[config.mk]
export PLATFORM = sky130hd
export DESIGN_NAME = irq_accept_ctl
export DESIGN_NICKNAME = d
export VERILOG_FILES = /design/src/rtl/irq_accept_ctl.sv
export SDC_FILE = /design/constraint.sdc
export NUM_CORES = 1
export LEC_CHECK = 0
export ABC_AREA = 1
export BUFFER_PORTS_ARGS = -buffer_cell sky130_fd_sc_hd__buf_2
export CAP_MARGIN = 20
export CORE_MARGIN = 4
export CORE_UTILIZATION = 45
export DETAILED_ROUTE_END_ITERATION = 6
export PLACE_DENSITY = 0.71
export SLEW_MARGIN = 20
export SYNTH_ARGS = -nofsm -noshare
export SYNTH_HDL_FRONTEND = slang
export SYNTH_SLANG_ARGS = --single-unit
[constraint.sdc]
create_clock -name clk -period 4.9 [get_ports clk]
set_input_delay 0.49 -clock clk [delete_from_list [all_inputs] [get_ports clk]]
set_output_delay 0.49 -clock clk [all_outputs]
set_load 0.03 [all_outputs]
[src/rtl/irq_accept_ctl.sv]
module irq_accept_ctl #(
  parameter int NSRC    = 40,
  parameter int NPSEUDO = 3,
  localparam int NBYTE  = (NSRC + 7) / 8,
  localparam int AW     = (NBYTE > 1) ? $clog2(NBYTE) : 1,
  localparam int IW     = $clog2(NSRC),
  localparam int VW     = (1 << AW) * 8
) (
  input  logic          clk,
  input  logic          rst_n,
  input  logic [NSRC-1:0] req_i,
  input  logic          ei_i,
  input  logic          di_i,
  input  logic          reti_i,
  input  logic          retn_i,
  input  logic          retn_imf_i,
  input  logic          ack_done_i,
  input  logic          reg_wr_i,
  input  logic [AW-1:0] reg_addr_i,
  input  logic [7:0]    reg_wdata_i,
  output logic [7:0]    reg_rdata_o,
  output logic          accept_o,
  output logic [IW-1:0] accept_idx_o,
  output logic          saved_imf_o
);

  logic            imf_q, imf_d;
  logic [NSRC-1:0] src_en_q, src_en_d;
  logic            busy_q;
  logic            pick_vld;
  logic [IW-1:0]   pick_idx;
  logic            take;
  logic [VW-1:0]   view;

  always_comb begin
    pick_vld = 1'b0;
    pick_idx = '0;
    for (int i = NSRC - 1; i >= NPSEUDO; i--) begin
      if (req_i[i] && src_en_q[i] && imf_q) begin
        pick_vld = 1'b1;
        pick_idx = IW'(i);
      end
    end
    for (int i = NPSEUDO - 1; i >= 0; i--) begin
      if (req_i[i]) begin
        pick_vld = 1'b1;
        pick_idx = IW'(i);
      end
    end
  end

  assign take = pick_vld && !busy_q;

  always_comb begin
    src_en_d = src_en_q;
    if (reg_wr_i) begin
      for (int i = NPSEUDO; i < NSRC; i++) begin
        if ((i / 8) == int'(reg_addr_i)) src_en_d[i] = reg_wdata_i[i % 8];
      end
    end
  end

  always_comb begin
    imf_d = imf_q;
    if (reg_wr_i && reg_addr_i == '0) imf_d = reg_wdata_i[0];
    if (di_i)                         imf_d = 1'b0;
    if (ei_i || reti_i)               imf_d = 1'b1;
    if (retn_i)                       imf_d = retn_imf_i;
    if (take)                         imf_d = 1'b0;
  end

  always_ff @(posedge clk or negedge rst_n) begin
    if (!rst_n) begin
      imf_q        <= 1'b0;
      src_en_q     <= '0;
      busy_q       <= 1'b0;
      accept_o     <= 1'b0;
      accept_idx_o <= '0;
      saved_imf_o  <= 1'b0;
    end else begin
      imf_q    <= imf_d;
      src_en_q <= src_en_d;
      accept_o <= take;
      if (take) begin
        busy_q       <= 1'b1;
        accept_idx_o <= pick_idx;
        saved_imf_o  <= imf_q;
      end else if (ack_done_i) begin
        busy_q <= 1'b0;
      end
    end
  end

  always_comb begin
    view = '0;
    view[NSRC-1:0] = src_en_q;
    view[0] = imf_q;
  end

  assign reg_rdata_o = view[{reg_addr_i, 3'b000} +: 8];

  AST_MASKED_NEEDS_MASTER: assert property (@(posedge clk) disable iff (!rst_n)
    (accept_o && accept_idx_o >= IW'(NPSEUDO)) |-> saved_imf_o);
  AST_SINGLE_PULSE: assert property (@(posedge clk) disable iff (!rst_n)
    accept_o |=> !accept_o);
  AST_MASTER_DROPS: assert property (@(posedge clk) disable iff (!rst_n)
    accept_o |-> !imf_q);
  AST_WAIT_ACK: assert property (@(posedge clk) disable iff (!rst_n)
    (busy_q && !ack_done_i) |=> !accept_o);
  AST_RETI_SETS: assert property (@(posedge clk) disable iff (!rst_n)
    (reti_i && !retn_i && !take) |=> imf_q);
  AST_RETN_LOADS: assert property (@(posedge clk) disable iff (!rst_n)
    (retn_i && !take) |=> (imf_q == $past(retn_imf_i)));
  AST_DI_CLEARS: assert property (@(posedge clk) disable iff (!rst_n)
    (di_i && !ei_i && !reti_i && !retn_i) |=> !imf_q);

endmodule

==> results of run 1 <==
## cell usage in the layout (no fill, tap or decap), drive strengths merged
cell	instances
a21oi	3
a221oi	1
a22o	8
a22oi	1
a31oi	3
a32o	1
buf	76
bufinv	1
clkbuf	5
clkinv	1
clkinvlp	1
dfrtp	47
inv	18
nand2	154
nand3	38
nand4	6
nor2	26
nor3	3
o21ai	42
o21bai	2
o31ai	2
## critical path, delay by kind of cell, from the launching register on
family | cells | cell delay [ns]
and+or+nand+nor | 39 | 2.09
DFF | 1 | 0.39
buffers and inverters | 1 | 0.40
## metal layers
| layer | vias to the layer above | track usage [%] | share of wire, % |
|---|---|---|---|
| met5 | - | 0 | 0 |
| met1 | 1233 | 28.30 | 43 |
| met4 | 0 | 5.468 | 1.5 |
| met2 | 105 | 36.09 | 47 |
| met3 | 12 | 4.660 | 8.4 |
| li1 | 1359 | - | - |
## area by class of cell
class / instances / area, um^2
Clock buffer: 5 / 68.82
Tap cell: 72 / 90.09
Fill cell: 559 / 2435
Sequential cell: 47 / 1176
Inverter: 19 / 72.57
Multi-Input combinational cell: 290 / 1376
Clock inverter: 2 / 37.54
Timing Repair Buffer: 76 / 385.4
## through the flow
stage	setup slack (ns)	cell area, um^2	total power, W
finish	1.948	3207	0.001435
global route	1.462	3207	0.001551
CTS	1.954	3204	0.001441
detailed placement	1.979	3098	0.001159
global placement	2.058	3098	0.001147
floorplan	2.509	2696	0.001022
## power by group through the flow
stage / clock network, W / registers, W / logic, W
2_1_floorplan: 0 / 0.000581 / 0.000440
3_3_place_gp: 0 / 0.000562 / 0.000585
3_5_place_dp: 0 / 0.000567 / 0.000592
4_1_cts: 0.000287 / 0.000559 / 0.000595
5_1_grt: 0.000301 / 0.000571 / 0.000679
6_report: 0.000282 / 0.000561 / 0.000592
## state kept, by name, summed over array words and instances, names as in the netlist
name          flops
accept_o          1
accept_idx_o      6
src_en_q         37
imf_q             1
busy_q            1
saved_imf_o       1
## cell usage after synthesis
master / count / share of area [%]
a22o_1: 8 / 2.6
nor2_1: 25 / 3.5
nand2_1: 154 / 21
o21ai_1: 3 / 0.56
o21ai_0: 39 / 7.2
nor2_2: 1 / 0.23
nor3_1: 3 / 0.56
o21bai_1: 2 / 0.56
inv_2: 4 / 0.56
inv_1: 14 / 1.9
o31ai_1: 2 / 0.56
buf_6: 3 / 1.3
clkinv_2: 1 / 0.19
nand4_1: 6 / 1.4
bufbuf_8: 1 / 0.70
clkbuf_1: 5 / 0.70
a21oi_1: 3 / 0.56
nand3_1: 21 / 3.9
a221oi_1: 1 / 0.32
a22oi_1: 1 / 0.28
a32o_1: 1 / 0.37
a31oi_1: 3 / 0.70
dfrtp_1: 47 / 44
nand3_2: 17 / 6.3
## path summary, 6_finish.rpt
path | endpoint | depth (start not counted)
setup / recovery | accept_idx_o[0] | 40
hold / removal | saved_imf_o | 1
setup reg to reg | accept_idx_o[0] | 40
hold reg to reg | accept_idx_o[2] | 2
max in group asynchronous | src_en_q[7] | 1
min in group clk | busy_q | 2
## cell families (layout without fill, tap and decap cells)
kind of cell / after synthesis / after routing / share of synthesized area [%]
flip-flops: 47 / 47 / 43.62
AO/OA/AOI/OAI: 63 / 63 / 13.74
AND/OR/NAND/NOR: 227 / 227 / 37.31
buffers and inverters: 28 / 102 / 5.336
==> results_dict.tcl, run 1 <==
set metrics [dict create \
    die_w_um 85.41 \
    rsz0062_at_grt "no" \
    grt_max_degree 48 \
    finalCritPeriodShare_pct 60.25 \
    tightest_slew_ns 0.9244 \
    drv_slew 0 \
    drtAntennaViolNets 0 \
    dieArea_mm2 0.007294 \
    path_clk_slew_ns 0.09 \
    via_per_inst 5.301 \
    critPathLaunchType "flip-flop" \
    hold_path.class "input pin to async pin" \
    num_vias 2709 \
    hold_viol_final 0 \
    dp.final_hpwl_mm 6.162 \
    slew_headroom_pct 37.90 \
    drc 0 \
    ys_ff_latch 47 \
    synth.avg_cell_area_um2 7.387 \
    cts_sinks 47 \
    switching_share_pct 42.47 \
    initial_core_util_pct 47.79 \
    fin_cells 511 \
    ioPinCount 76 \
    power_frac_seq_pct 39.1 \
    htreeDepth 2 \
    netSwitchingPower_w 0.0006093 \
    tns_ns 0 \
    holdWs_ns 0.1764 \
    post_synth_instance_area_mm2 0.002696 \
    crit_required_ns 5.10 \
    p_leak_nw 1.761 \
    syn-num-nets 425 \
    clock_latency_ns 0.30 \
    post_cts_buffers 0 \
    status "completed" \
    p_int_w 0.0008255 \
    place_inst 504 \
    track_usage_pct 21.55 \
    antenna_found_initial 0 \
    critPathSlowestCell "buf_4" \
    setup_viol 0 \
    r2r_setup_slack_ns 1.95 \
    root_buffer "clkbuf_8" \
    vdd_drop_max_mv 0.1998 \
    core_mm2 0.005642 \
    max_stage_delay_ns 0.40 \
    grt_pass1_wl_mm 12.37 \
    syn-instance-count 365 \
    cap_viol_max_count 0 \
    grt-ovfl-total 0 \
    power_density_mw_per_mm2 447.4 \
    utilization_pct 56.84 \
    die_h_um 85.41 \
    port_buffers 75 \
    final_nets 499 \
    critPathMaxFanout 36 \
    synth_cell_types 24 \
    drtIter0Drc 164 \
    rows 27 \
    clock_path_buffers 2 \
    fin_worst_skew_ns 0.008475 \
    crit_path_start "imf_q" \
    p_clk_share_pct 19.7 \
    cts-resized-gates 0 \
    drive_gt1_share_pct 24.15 \
    synth-warning-count 0 \
    r2r-start "imf_q" \
    ctsHoldBuffers 0 \
    drt_wl_total_mm 7.691 \
    wl_per_cell_um 15.05 \
    syn2layout_area_growth_pct 18.93 \
    p_comb_share_pct 41.2 \
    cp_common_cell "nand2_1" \
    cts_tree "yes" \
    antenna_cells 0 \
    grt_pass1_vias 2592 \
    first_pass_iters 5 \
    gp_congestion 0.9290 \
    fmax_ghz 0.3387 \
    ys_seq_area_share_pct 43.62 \
    end_kind "flip-flop" \
    cp_data_arrival_time_ns 3.15 \
    crit_type "flip-flop to flip-flop" \
    numCtsBuffers 5 \
    min_period_ns 2.952 \
]
(Power assumes the default switching activity.)
==> inputs of run 2 (changes only) <==
--- a/config.mk
+++ b/config.mk
@@ -5,13 +5,13 @@
 export SDC_FILE = /design/constraint.sdc
 export NUM_CORES = 1
 export LEC_CHECK = 0
-export ABC_AREA = 1
+export ABC_AREA = 0
 export BUFFER_PORTS_ARGS = -buffer_cell sky130_fd_sc_hd__buf_2
 export CAP_MARGIN = 20
 export CORE_MARGIN = 4
 export CORE_UTILIZATION = 45
 export DETAILED_ROUTE_END_ITERATION = 6
-export PLACE_DENSITY = 0.71
+export PLACE_DENSITY = 0.72
 export SLEW_MARGIN = 20
 export SYNTH_ARGS = -nofsm -noshare
 export SYNTH_HDL_FRONTEND = slang
==> constraint.sdc (replaced) <==
create_clock -name clk -period 2.6 [get_ports clk]
set_input_delay 0.26 -clock clk [delete_from_list [all_inputs] [get_ports clk]]
set_output_delay 0.26 -clock clk [all_outputs]
set_load 0.03 [all_outputs]
==> run 2 against run 1 <==
Net effect:
- clock skew decreased by 0.0038 ns
- register-to-register slack got worse by 1.4 ns
- sequential share of layout area down 3.5 points
- sequential power is 110% higher
- global-route usage increased by 1.2 points
- count of clock-buffer cells in the layout unchanged
- critical endpoint is now reg_rdata_o[0]
- die area is 9.3% higher
- synthesized cell count shrank 22%
==> results_dict.tcl, run 2 <==
set metrics [dict create \
    synth_most_common_cell "dfrtp_1" \
    min_period_ns 2.199 \
    max_stage_delay_ns 0.54 \
    die_w_um 89.30 \
    drtAntennaViolNets 0 \
    post_cts_buffers 0 \
    root_buffer "clkbuf_8" \
    dp.final_hpwl_mm 6.930 \
    crit_required_ns 2.34 \
    final_common_cell "buf_2" \
    clock_path_buffers 2 \
    synth.avg_cell_area_um2 10.44 \
    crit_type "flip-flop to output pin" \
    cp_data_arrival_time_ns 1.94 \
    post_synth_instance_area_mm2 0.002974 \
    top_register "src_en_q" \
    min_path_cells 3 \
    hold_path.class "input pin to flip-flop" \
    first_pass_iters 4 \
    critPathLaunchType "flip-flop" \
    fin_worst_skew_ns 0.004640 \
    syn-instance-count 285 \
    utilization_pct 55.54 \
    synthTopCellsByCount "47 x dfrtp_1, 39 x mux2_2, 39 x nand2_1" \
    synth-edff-count 0 \
    holdPathEnd "busy_q" \
    cp_num_cells 5 \
    fin_cells 440 \
    ioPinCount 76 \
    yosysTopAreaCellShare_pct 39.55 \
    cts_tree "yes" \
    wl_per_cell_um 19.70 \
    cts_sinks 47 \
    largest_reg_flops 37 \
    syn2layout_area_growth_pct 19.27 \
    tightest_slew_ns 0.7269 \
    ys.flop_type "dfrtp_1" \
    hold_viol_final 0 \
    grt-ovfl-total 0 \
    critPathSlowestCell "dfrtp_1" \
    yosysTopAreaCell "dfrtp_1" \
    ys_seq_area_share_pct 39.55 \
    min_from "ack_done_i" \
    fmax_ghz 0.4547 \
    final_cell_mix "75 x buf_2, 47 x dfrtp_1, 39 x nand2_1, 39 x mux2_2, 20 x a22o_1" \
    antenna_found_initial 0 \
    grt_pass1_vias 2531 \
    track_usage_pct 22.72 \
    cp_cell_sequence "buf_4 > mux4_2 > inv_1 > o22ai_1 > buf_2" \
    place_inst 431 \
    placed_area_mm2 0.003441 \
    drc 0 \
    r2r_setup_slack_ns 0.50 \
    power_density_mw_per_mm2 827.8 \
    tns_ns 0 \
    synth-warning-count 0 \
    drtIter0Drc 184 \
    r2r_cells 6 \
    final_nets 422 \
    die_h_um 89.30 \
    rsz0062_at_grt "no" \
    p_leak_nw 1.616 \
    numCtsBuffers 5 \
    htreeDepth 2 \
    rows 29 \
    antenna_cells 0 \
    grt_pass1_wl_mm 13.50 \
    drv_slew 0 \
    setup_viol 0 \
    ctsHoldBuffers 1 \
    synth_cell_types 56 \
    cap_viol_max_count 0 \
    critPathMaxFanout 20 \
    r2r-start "src_en_q[18]" \
    end_kind "output pin" \
    postSynth.asyncResetShare_pct 100.0 \
    reg_top3 "src_en_q: 37 flops, accept_idx_o: 6 flops" \
    finalCritPeriodShare_pct 84.59 \
    path_clk_slew_ns 0.10 \
    clock_latency_ns 0.31 \
    num_vias 2694 \
    via_per_inst 6.123 \
    slew_headroom_pct 51.27 \
    vdd_drop_max_mv 0.5627 \
    ys_ff_latch 47 \
    gp_congestion 1.034 \
    dieArea_mm2 0.007974 \
    crit_buf_inv 3 \
    core_mm2 0.006386 \
    cts-resized-gates 0 \
    syn-num-nets 345 \
    port_buffers 75 \
    status "completed" \
    drt_wl_total_mm 8.667 \
    synthTopCellsByArea "dfrtp_1 40%, mux2_2 15%, a22o_1 5.9%" \
    finalInstanceArea_mm2 0.003547 \
    initial_core_util_pct 46.57 \
    cp_top_family "flip-flops" \
    grt_max_degree 23 \
    r2r-end "accept_idx_o[0]" \
    drive_gt1_share_pct 40.50 \
]
==> run 2: cell type report <==
type / instances / area, um^2
fillers: 585 / 2839
multi-input cells: 214 / 1703
flip-flops and latches: 47 / 1176
repair buffers: 82 / 430.4
well taps: 77 / 96.34
clock buffers: 5 / 68.82
inverters: 12 / 45.04
clock inverters: 3 / 27.53
==> run 2: where the power goes <==
| part | switching, W | internal (W) | total, W |
|---|---|---|---|
| Sequential | 0.000245 | 0.000921 | 0.00117 |
| Clock | 0.000293 | 0.000200 | 0.000493 |
| Combinational | 0.000696 | 0.000582 | 0.00128 |
| Total | 0.00123 | 0.00170 | 0.00294 |
==> run 2: worst min-delay path, cell delays in order <==
cell and delay [ns]:
buf_2 0.09, inv_1 0.04, a21o_1 0.10
==> run 2: how the worst max path moves through the flow <==
stage,start,end,slack [ns]
2_1_floorplan,reg_addr_i[1],reg_rdata_o[1],0.56
3_3_place_gp,imf_q,accept_idx_o[1],0.56
3_5_place_dp,src_en_q[18],saved_imf_o,0.52
4_1_cts,imf_q,reg_rdata_o[0],0.39
5_1_grt,imf_q,reg_rdata_o[0],0.30
6_report,imf_q,reg_rdata_o[0],0.40
==> run 2: per-layer routing <==
metal	track usage, %	vias up	wire, um	part of all wire [%]
met3	4.885	15	577	6.7
li1	-	1243	-	-
met5	0	-	0	0
met1	32.34	1327	3739	43
met4	4.465	0	150	1.7
met2	35.97	109	4200	48
==> run 2: metrics by stage <==
step / power [W] / hold slack, ns / setup WS (ns)
2_1_floorplan: 0.002049 / -0.03559 / 0.5581
3_3_place_gp: 0.002422 / 0.2735 / 0.5647
3_5_place_dp: 0.002444 / 0.2880 / 0.5243
4_1_cts: 0.002937 / 0.2061 / 0.3877
5_1_grt: 0.003118 / 0.2185 / 0.2954
6_report: 0.002936 / 0.2082 / 0.4006
==> run 2: kinds of logic after synthesis <==
kind of cell / Yosys count / share of synthesized area [%]
DFF: 47 / 39.55
muxes: 49 / 21.16
AOI/OAI and AO/OA: 88 / 22.89
buffers and inverters: 24 / 3.197
and+or+nand+nor: 77 / 13.21
